<file path="src/rtl/mpu_chk_pkg.sv">
package mpu_chk_pkg;

  localparam int ADDR_W      = 32;
  localparam int GRAN_W      = 5;
  localparam int PID_W       = 8;
  localparam int RIGHTS_W    = 32;
  localparam int LOW_FIELD_W = 6;
  localparam int HIGH_BASE   = 24;
  localparam int BOUND_W     = ADDR_W - GRAN_W;
  localparam int MASTER_W    = 3;

  typedef enum logic [1:0] {
    ACC_READ  = 2'd0,
    ACC_WRITE = 2'd1,
    ACC_EXEC  = 2'd2
  } acc_kind_e;

  typedef enum logic [1:0] {
    DENY_NO_HIT  = 2'd0,
    DENY_SINGLE  = 2'd1,
    DENY_OVERLAP = 2'd2
  } deny_code_e;

  typedef enum logic [2:0] {
    SEL_START  = 3'd0,
    SEL_END    = 3'd1,
    SEL_RIGHTS = 3'd2,
    SEL_CTRL   = 3'd3,
    SEL_GLOBAL = 3'd4
  } cfg_sel_e;

  typedef struct packed {
    logic [BOUND_W-1:0]  lo;
    logic [BOUND_W-1:0]  hi;
    logic [RIGHTS_W-1:0] rights;
    logic [PID_W-1:0]    pid;
    logic [PID_W-1:0]    pid_mask;
    logic                valid;
  } region_t;

  // Effective RWX bits ({R,W,X}) of a lower-class master field.
  function automatic logic [2:0] low_eff_rwx(input logic [LOW_FIELD_W-1:0] f,
                                             input logic priv);
    logic [2:0] e;
    e = f[2:0];
    if (priv) begin
      case (f[4:3])
        2'd0:    e = 3'b111;
        2'd1:    e = 3'b101;
        2'd2:    e = 3'b110;
        default: e = f[2:0];
      endcase
    end
    return e;
  endfunction

  // Permission of one rights word for a master, access kind and mode.
  function automatic logic perm_ok(input logic [RIGHTS_W-1:0] rights,
                                   input logic [MASTER_W-1:0] master,
                                   input logic [1:0]          kind,
                                   input logic                priv);
    logic [LOW_FIELD_W-1:0] f;
    logic [1:0]             rw;
    logic [2:0]             e;
    logic                   ok;
    f  = rights[int'(master[1:0])*LOW_FIELD_W +: LOW_FIELD_W];
    rw = rights[HIGH_BASE + int'(master[1:0])*2 +: 2];
    e  = low_eff_rwx(f, priv);
    ok = 1'b0;
    if (!master[2]) begin
      case (kind)
        ACC_READ:  ok = e[2];
        ACC_WRITE: ok = e[1];
        ACC_EXEC:  ok = e[0];
        default:   ok = 1'b0;
      endcase
    end else begin
      case (kind)
        ACC_READ:  ok = rw[1];
        ACC_EXEC:  ok = rw[1];
        ACC_WRITE: ok = rw[0];
        default:   ok = 1'b0;
      endcase
    end
    return ok;
  endfunction

endpackage

</file>
<file path="src/rtl/mpu_desc_file.sv">
module mpu_desc_file
  import mpu_chk_pkg::*;
#(
  parameter int NUM_REGIONS = 8,
  parameter int IDX_W       = $clog2(NUM_REGIONS)
) (
  input  logic                clk,
  input  logic                rst_n,
  input  logic                cfg_we,
  input  logic [MASTER_W-1:0] cfg_master,
  input  logic [IDX_W-1:0]    cfg_region,
  input  logic [2:0]          cfg_sel,
  input  logic [RIGHTS_W-1:0] cfg_wdata,
  output region_t             desc [NUM_REGIONS],
  output logic                glob_en
);

  localparam logic [RIGHTS_W-1:0] DBG_MASK =
    RIGHTS_W'({LOW_FIELD_W{1'b1}}) << LOW_FIELD_W;

  logic core_writer;
  assign core_writer = (cfg_master == '0);

  for (genvar r = 0; r < NUM_REGIONS; r++) begin : g_reg
    logic    wr_en;
    logic    locked;
    region_t cur_q;
    region_t nxt;

    assign wr_en  = cfg_we && (int'(cfg_region) == r) && (cfg_sel != SEL_GLOBAL);
    assign locked = (r == 0) && core_writer;

    always_comb begin
      nxt = cur_q;
      case (cfg_sel)
        SEL_START: if (!locked) nxt.lo = cfg_wdata[ADDR_W-1:GRAN_W];
        SEL_END:   if (!locked) nxt.hi = cfg_wdata[ADDR_W-1:GRAN_W];
        SEL_RIGHTS: begin
          if (locked) nxt.rights = (cfg_wdata & ~DBG_MASK) | (cur_q.rights & DBG_MASK);
          else        nxt.rights = cfg_wdata;
        end
        SEL_CTRL: begin
          nxt.valid    = cfg_wdata[0];
          nxt.pid      = cfg_wdata[8 +: PID_W];
          nxt.pid_mask = cfg_wdata[16 +: PID_W];
        end
        default: nxt = cur_q;
      endcase
    end

    always_ff @(posedge clk or negedge rst_n) begin
      if (!rst_n)     cur_q <= '0;
      else if (wr_en) cur_q <= nxt;
    end

    assign desc[r] = cur_q;
  end

  logic glob_we;
  logic glob_nxt;
  logic glob_q;

  assign glob_we  = cfg_we && (cfg_sel == SEL_GLOBAL);
  assign glob_nxt = cfg_wdata[0];

  always_ff @(posedge clk or negedge rst_n) begin
    if (!rst_n)       glob_q <= 1'b0;
    else if (glob_we) glob_q <= glob_nxt;
  end

  assign glob_en = glob_q;

  // processor writes cannot move region 0's bounds
  p_bounds_locked_r5: assert property (@(posedge clk) disable iff (!rst_n)
    (cfg_we && cfg_region == '0 && core_writer &&
     (cfg_sel == SEL_START || cfg_sel == SEL_END))
    |=> ($stable(desc[0].lo) && $stable(desc[0].hi)));

  // debug master's field in region 0 survives processor writes
  p_dbg_field_locked_r5: assert property (@(posedge clk) disable iff (!rst_n)
    (cfg_we && cfg_region == '0 && core_writer && cfg_sel == SEL_RIGHTS)
    |=> $stable(desc[0].rights[2*LOW_FIELD_W-1:LOW_FIELD_W]));

  // the processor's own field of region 0 is still writable
  p_core_field_open_r5: assert property (@(posedge clk) disable iff (!rst_n)
    (cfg_we && cfg_region == '0 && core_writer && cfg_sel == SEL_RIGHTS)
    |=> (desc[0].rights[LOW_FIELD_W-1:0] == $past(cfg_wdata[LOW_FIELD_W-1:0])));

endmodule

</file>
<file path="config.mk">
export PLATFORM = sky130hd
export DESIGN_NAME = mpu_desc_file
export DESIGN_NICKNAME = d
export VERILOG_FILES = /design/src/rtl/mpu_chk_pkg.sv /design/src/rtl/mpu_desc_file.sv
export SDC_FILE = /design/constraint.sdc
export NUM_CORES = 1
export LEC_CHECK = 0
export ABC_AREA = 1
export ABC_CLOCK_PERIOD_IN_PS = 1200
export BUFFER_PORTS_ARGS = -buffer_cell sky130_fd_sc_hd__buf_4
export CAP_MARGIN = 15
export CORE_AREA = 8 8 328 330
export CTS_BUF_LIST = sky130_fd_sc_hd__clkbuf_16
export DETAILED_ROUTE_END_ITERATION = 7
export DIE_AREA = 0 0 336 338
export PLACE_DENSITY = 0.57
export SETUP_SLACK_MARGIN = 0.15
export SLEW_MARGIN = 20
export SYNTH_ARGS = -nofsm -noshare
export SYNTH_HDL_FRONTEND = slang
export SYNTH_SLANG_ARGS = --single-unit
export TNS_END_PERCENT = 100
</file>
<file path="constraint.sdc">
create_clock -name clk -period 1.2 [get_ports clk]
set_clock_uncertainty 0.1 [all_clocks]
set_input_delay 0.12 -clock clk [delete_from_list [all_inputs] [get_ports clk]]
set_output_delay 0.12 -clock clk [all_outputs]
set_load 0.02 [all_outputs]
</file>
---- Word level (Yosys, flattened, before mapping) ----
Index checks and enable logic that the tools add are counted.
word-level totals
  flip-flop bits (word level) ............. 825
operators by class
  eq/ne operators ......................... 12
  muxes and demuxes ....................... 1
  bitwise operators ....................... 2
  reductions and logical operators ........ 52
operators with widths
  cell                                                 number
  AND reduction 2 bit                                  30
  2-to-1 mux 32 bit                                    1
  bitwise OR 32 x 12 -> 32 bit                         1
  logical AND 1 bit                                    17
  equality test 3 bit, second input constant           5
  equality test 3 x 2 -> 1 bit, second input constant  4
  logical NOT 3 bit                                    3
  equality test 3 x 1 -> 1 bit, second input constant  2
  AND reduction 3 bit                                  2
  != test 3 bit, second input constant                 1
  inverter 1 bit                                       1

---- Logic depth before layout (Yosys ltp) ----
Gate-level depths: netlist of run 1.
  depth in word-level cells ............... 4
  depth in mapped cells ................... 9
  mapped depth without buffers ............ 7

---- Worst setup path after synthesis of run 1 ----
No wires, ideal clock.
  kind .................................... input-to-reg
  start ................................... input port cfg_sel[2]
  end ..................................... register g_reg[3].cur_q, in the netlist desc[467]
  arrival time ............................ 1.291 ns
  required time ........................... 0.983 ns
  path slack .............................. -0.308 ns
  cell stages on the path ................. 9
  buffers on the path ..................... 3
  cells stage by stage .................... clkbuf_2 -> inv_2 -> nand2_1 -> nor2_4 -> buf_4 -> nand3_2 -> buf_2 -> nand2_1 -> nand2_1
on the way
  longest elaborated chain between the ends .. 3
  elaborated cells on any way between the ends .. 4
  those cells by class .................... eq/ne (2); reduce/logical (2)
RTL lines
  element                            line                 source
  start: declaration                 mpu_desc_file.sv:12  input logic [2:0] cfg_sel,
  != test 3 bit                      mpu_desc_file.sv:30  assign wr_en = cfg_we && (int'(cfg_region) == r) && (cfg_sel != SEL_GLOBAL);
  logical AND 1 bit                  mpu_desc_file.sv:30
  AND reduction 2 bit (no line) (*)  -
  end signal: assignment             mpu_desc_file.sv:53  else if (wr_en) cur_q <= nxt;
  end: declaration                   mpu_desc_file.sv:27  region_t cur_q;
Mark *: on every way between the ends. The rest lies on a longest branch, timed or not.
A chain may end at the register's enable or synchronous reset.

---- Final worst setup path of run 1 ----
  start ................................... register g_reg[2].cur_q, in the netlist desc[539]
  end ..................................... output port desc[539] in the netlist's numbering
RTL lines
  element                   line                 source
  start: declaration        mpu_desc_file.sv:27
  start signal: assignment  mpu_desc_file.sv:53
  end: declaration          mpu_desc_file.sv:14  output region_t desc [NUM_REGIONS],
No word-level cell between the ends.

==> results of run 1 <==
stage by stage:
step | setup WS, ns | util | hold WS, ns
2_1_floorplan | -0.204 | - | -0.276
4_1_cts | -0.363 | 0.511 | -0.136
3_3_place_gp | -0.357 | 0.435 | 0.256
6_report | -0.314 | 0.527 | -0.0719
3_5_place_dp | -0.381 | 0.435 | 0.256
5_1_grt | -0.345 | 0.527 | -0.0933
Yosys cell counts (all sizes together):
master	number	area share
inv	38	0.0042
clkbuf	156	0.017
dfrtp	825	0.61
o31ai	1	0.00022
o21ai	67	0.0099
nor2	17	0.0033
buf	235	0.034
nand3	108	0.018
nor3	1	0.00048
nand4	684	0.13
nand2	1596	0.18
how the worst min path moves through the flow:
stage,slack (ns),end,cells after the start
after floorplan,-0.28,desc[0]$_DFFE_PN0P_,0
after global placement,0.26,desc[542]$_DFFE_PN0P_,2
after detailed placement,0.26,desc[123]$_DFFE_PN0P_,2
after CTS,-0.14,desc[24]$_DFFE_PN0P_,5
after global routing,-0.09,desc[24]$_DFFE_PN0P_,5
final,-0.07,desc[24]$_DFFE_PN0P_,5
per-layer routing:
layer | vias to the layer above | track usage | wire [um]
met5 | - | 0 | 0
li1 | 15100 | - | -
met2 | 1957 | 0.427 | 75300
met4 | 0 | 0.141 | 9580
met3 | 410 | 0.0627 | 15400
met1 | 17100 | 0.357 | 64600
cells by family after synthesis:
logic type,synth area share
AOI/OAI and AO/OA,0.0101
buffers and inverters,0.0557
DFF,0.609
and+or+nand+nor,0.326
what timing repair did:
item / CTS / global route
pin swaps: 0 / 2
hold buffers: 44 / 3
hold endpoints to repair: 1650 / 41
setup endpoints to repair: 825 / 1008
cloned: 0 / 2
setup buffers: 194 / 196
gates resized for setup: 833 / 21
worst register-to-register path, delay by kind of cell, from the launching register on:
family | cells | cell delay, ns
buf+inv | 2 | 0.28
simple gates | 2 | 0.09
flops | 1 | 0.44
state kept, by name, summed over array words and instances, names as in the netlist:
signal   count
desc       824
glob_en      1
layout make-up:
type	count	area share
Inverter	38	0.00278
Multi-Input combinational cell	2474	0.214
Timing Repair Buffer	1605	0.317
Tap cell	1380	0.0319
Antenna cell	8	0.000370
Clock inverter	72	0.0104
Sequential cell	825	0.382
Clock buffer	90	0.0417
power breakdown:
part	switching (mW)	total, mW	internal [mW]
Sequential	3.53	34.8	31.3
Clock	12.2	27.2	15.0
Combinational	11.7	22.4	10.7
==> results.md, run 1 <==
* CP Depth at 1
* Pwr/cell area at ~1600 nW/um2
* Cells after DPL at approximately 5,900
* Clock Latency Late Sink at between 0.6 and 0.7 ns
* Starting Density at 0.331
* Synth Cell Area at 33,900 um2
* Critical-path top delay cell: dfrtp_1
* Top Ports at 869
* Hold WS at -0.0719 ns
* Final Wtd Congestion at between 0.8 and 0.9
* Final WS setup at -0.314 ns
* Initial antenna violation count at 6
* H-tree depth at 3
* Setup slack, reg-to-reg at around 0.18 ns
* TritonRoute pass-1 iters at 6
* DRC at 0
* Cell area after placement at approximately 45,000 um2
* Critical path buffers and inverters at 1
* Crit path capture: desc[539]
* Max Root-Sink Buffers at 3
* Distinct cells, synth at 22
* Largest net degree at the start of global routing at 67
* TritonCTS Buffers at 90
* CP endpoint kind: primary output
* FMAX at between 600 and 700 MHz
* FF-to-FF path depth at 4
* Clock Pin Slew Worst Setup and Hold Paths at around 0.07 ns
* Routed wire per std cell at about 25 um
* Mapped Cells at around 3,700
* IO Port Bufs at ~870
* Die X at ~340 um
* Reg area at 20,700 um2
* CTS tree: built
* First-pass GRT wire length at ~230,000 um
* Share of layout cells above drive strength 1 at 0.341
* Global-route total usage across every layer at 0.274
* Worst Hold Class: input pin to flip-flop
* Delay-heaviest family, CP: flip-flops
* Synthesized flop and latch total at between 800 and 900
* Start point of the critical path: desc[539]$_DFFE_PN0P_
* CP Class: flip-flop to primary output
* Total Power at around 84 mW
* Remaining antenna violation count at 0
* Footprint of the multi-input gates at 11,600 um2
* Drt via density at 5.34
* Syn_area_per_cell at roughly 9 um2
* Most frequent cells in the layout: 1,589 x nand2_1, 828 x buf_6, 810 x dfrtp_1
* RSZ-0062 raised after global routing: true
* Slew Limit Fails at 0
* Final setup fails at 825
* Crit-path cells: buf_6
* Worst reg2reg startpoint: desc[221]$_DFFE_PN0P_
* Fill cell count at 9,090
* RR Endpoint: desc[221]$_DFFE_PN0P_
* Max VDD drop at approximately 1000 uV
* Final setup TNS at -198.66 ns
* Die ar. at roughly 110,000 um2
* Critical Path AT at between 1 and 1.5 ns
* Violations in the final reports: hold timing, setup timing
* Area Overhead vs Synth at 59.4%
* Status: finished with violations
* Post-route design area at 54,100 um2
* Yosys warns at 0
* Static Leak at ~29 nW
* Crit path largest cell delay at about 0.45 ns
* Detailed placement HPWL at approximately 110,000 um
* Drt total wl at about 160,000 um
* Iter 0 DRT Violations at approximately 3,600
* Most common cell after layout, fill and taps aside: nand2_1
* Rows at between 100 and 150
* Total grt overflow at 0
* Final net count at 5,078
* Final min period at ~1.5 ns
* Worst EP required at around 0.98 ns
* Vias in the first global route at roughly 33,000
* Die Ht at ~340 um
* Final Non-Filler Cells at ~6,500
* Worst-path fanout max at 2
* Least-Margin Pin Slew at approximately 0.69 ns
* Clock Sinks at between 800 and 900
* Register area share after synthesis at 0.609
* HP Start: cfg_sel[0]
* Vias at 34,600
* MaxCap Viol Count at 0
* Worst slew margin at 0.543
* Crit share post-route at 1.26
* CP startpoint kind: flip-flop
* Syn nets at approximately 3,800
* Clk root buf: clkbuf_16
* Final hold vios at 27
* Core Region at around 100,000 um2
Power figures use the tool's default switching activity.
==> inputs of run 2 (changes only) <==
--- a/config.mk
+++ b/config.mk
@@ -14,4 +14,5 @@
 export DETAILED_ROUTE_END_ITERATION = 7
 export DIE_AREA = 0 0 336 338
+export HOLD_SLACK_MARGIN = 0.06
 export PLACE_DENSITY = 0.57
 export SETUP_SLACK_MARGIN = 0.15
==> constraint.sdc (replaced) <==
create_clock -name clk -period 1.2 [get_ports clk]
set_clock_uncertainty 0.1 [all_clocks]
set_input_delay 0.12 -clock clk [delete_from_list [all_inputs] [get_ports clk]]
set_output_delay 0.12 -clock clk [all_outputs]
set_load 0.05 [all_outputs]
==> results.md, run 2 (same netlist as run 1, synthesis figures left out) <==
* Status: finished with violations
* Violations in the final reports: hold timing, setup timing
* Starting Density at 0.331 (unchanged)
* TritonCTS Buffers at 91 (+1.1%)
* Critical Path AT at 1.31 ns (+0.02 ns)
* DRC at 0 (unchanged)
* Share of layout cells above drive strength 1 at 0.335 (-0.00566)
* Pwr/cell area at 1710 nW/um2 (+9.2%)
* Area Overhead vs Synth at 58.7%
* Die ar. at 114,000 um2 (unchanged)
* CP Depth at 1 (unchanged)
* Iter 0 DRT Violations at 3,734 (+2.6%)
* FMAX at 652 MHz (-1.2%)
* Largest net degree at the start of global routing at 68 (+1.5%)
* Most frequent cells in the layout: 1,590 x nand2_1, 835 x buf_6, 801 x dfrtp_1
* Final Wtd Congestion at 0.829 (-1.4%)
* Clock Pin Slew Worst Setup and Hold Paths at 0.06 ns (about the same)
* Hold buffers post-CTS at 43 (-2.3%)
* CP Class: flip-flop to primary output
* Total grt overflow at 0 (unchanged)
* Final WS setup at -0.333 ns (-0.0188 ns)
* Total Power at 91.8 mW (+8.8%)
* Worst Hold Class: input pin to flip-flop
* Crit path capture: desc[801]
* FF-to-FF path depth at 4 (unchanged)
* Critical path buffers and inverters at 1 (unchanged)
* Crit path largest cell delay at 0.45 ns (about the same)
* Final hold vios at 6 (-78%)
* CP endpoint kind: primary output
* Setup slack, reg-to-reg at 0.14 ns (-0.04 ns)
* Top Ports at 869 (unchanged)
* CTS tree: built
* Final min period at 1.53 ns (+0.0188 ns)
* Worst EP required at 0.98 ns (about the same)
* Final setup fails at 835 (+1.2%)
* Rows at 118 (unchanged)
* MaxCap Viol Count at 0 (unchanged)
* RR Endpoint: desc[410]$_DFFE_PN0P_
* Die X at 336 um (unchanged)
* Final net count at 5,029 (-0.96%)
* Drt total wl at 166,000 um (+0.53%)
* Slew Limit Fails at 0 (unchanged)
* Vias in the first global route at 33,200 (-0.27%)
* Max Root-Sink Buffers at 3 (unchanged)
* Start point of the critical path: desc[801]$_DFFE_PN0P_
* Max VDD drop at 1130 uV (+7.6%)
* Crit-path cells: buf_6
* Hold WS at -0.0513 ns (+0.0206 ns)
* Worst-path fanout max at 2 (unchanged)
* Remaining antenna violation count at 0 (unchanged)
* Critical-path top delay cell: dfrtp_1
* Worst slew margin at 0.369 (-0.174)
* Final Non-Filler Cells at 6,446 (-0.71%)
* Static Leak at 28.8 nW (-0.66%)
* IO Port Bufs at 868 (unchanged)
* Routed wire per std cell at 25.7 um (+1.3%)
* Detailed placement HPWL at 110,000 um (+0.20%)
* Drt via density at 5.37 (+0.63%)
* Most common cell after layout, fill and taps aside: nand2_1
* RSZ-0062 raised after global routing: true
* Clock Latency Late Sink at 0.66 ns (-0.02 ns)
* Crit share post-route at 1.28 (+0.0157)
* Global-route total usage across every layer at 0.272 (-0.00180)
* Least-Margin Pin Slew at 0.944 ns (+0.258 ns)
* Cell area after placement at 44,700 um2 (+0.12%)
* Post-route design area at 53,800 um2 (-0.42%)
* Cells after DPL at 5,882 (-0.068%)
* Die Ht at 338 um (unchanged)
* Delay-heaviest family, CP: flip-flops
* Clk root buf: clkbuf_16
* Number of flip-flops under the largest register name at 824 (unchanged)
* CP startpoint kind: flip-flop
* First-pass GRT wire length at 232,000 um (-0.36%)
* Vias at 34,600 (-0.081%)
* Worst reg2reg startpoint: desc[410]$_DFFE_PN0P_
* Clock Sinks at 825 (unchanged)
* H-tree depth at 3 (unchanged)
* Core Region at 103,000 um2 (unchanged)
* TritonRoute pass-1 iters at 6 (unchanged)
* Initial antenna violation count at 11 (+5)
-- run 2: what timing repair did --
item	CTS	global route
pin swaps	0	6
setup buffers	170	167
hold endpoints to repair	1650	20
gates cloned	0	10
gates resized for setup	844	35
setup endpoints to repair	825	1754
-- run 2: how the worst min path moves through the flow --
stage,from,end,cells after the start
after floorplan,rst_n,desc[0]$_DFFE_PN0P_,0
after CTS,cfg_region[0],desc[742]$_DFFE_PN0P_,7
after detailed placement,rst_n,desc[574]$_DFFE_PN0P_,1
after global placement,rst_n,desc[574]$_DFFE_PN0P_,1
after global routing,cfg_region[0],desc[742]$_DFFE_PN0P_,7
final,cfg_region[1],desc[742]$_DFFE_PN0P_,7
-- run 2: per-layer routing --
layer,wire (um),part of all wire,track usage
met5,13,0.000078,0
met2,76700,0.46,0.430
met4,9720,0.059,0.142
met3,15600,0.094,0.0658
met1,63800,0.38,0.347
-- run 2: per-stage QoR --
stage	utilization	worst slack [ns]	setup TNS [ns]
2_1_floorplan	-	-0.211	-117.12
3_3_place_gp	0.435	-0.362	-211.91
3_5_place_dp	0.435	-0.362	-226.89
4_1_cts	0.509	-0.376	-388.14
5_1_grt	0.524	-0.347	-244.56
6_report	0.525	-0.333	-212.15
-- run 2: power breakdown --
| part | switching [mW] | internal [mW] |
|---|---|---|
| registers | 3.53 | 31.3 |
| clock network | 11.7 | 14.8 |
| logic | 19.8 | 10.7 |
-- run 2: cell type report --
class | instances | area [um2]
Sequential cell | 825 | 20700
Antenna cell | 10 | 25.0
Clock inverter | 71 | 404
Fill cell | 9138 | 48800
Multi-Input combinational cell | 2476 | 11600
Timing Repair Buffer | 1553 | 16900
Clock buffer | 93 | 2330
Tap cell | 1380 | 1730
Inverter | 38 | 150
-- run 2: worst register-to-register path, cell delays in order (launching register included) --
cell,delay [ns]
dfrtp_1,0.41
buf_4,0.14
buf_4,0.12
nand2_1,0.05
o21ai_0,0.10
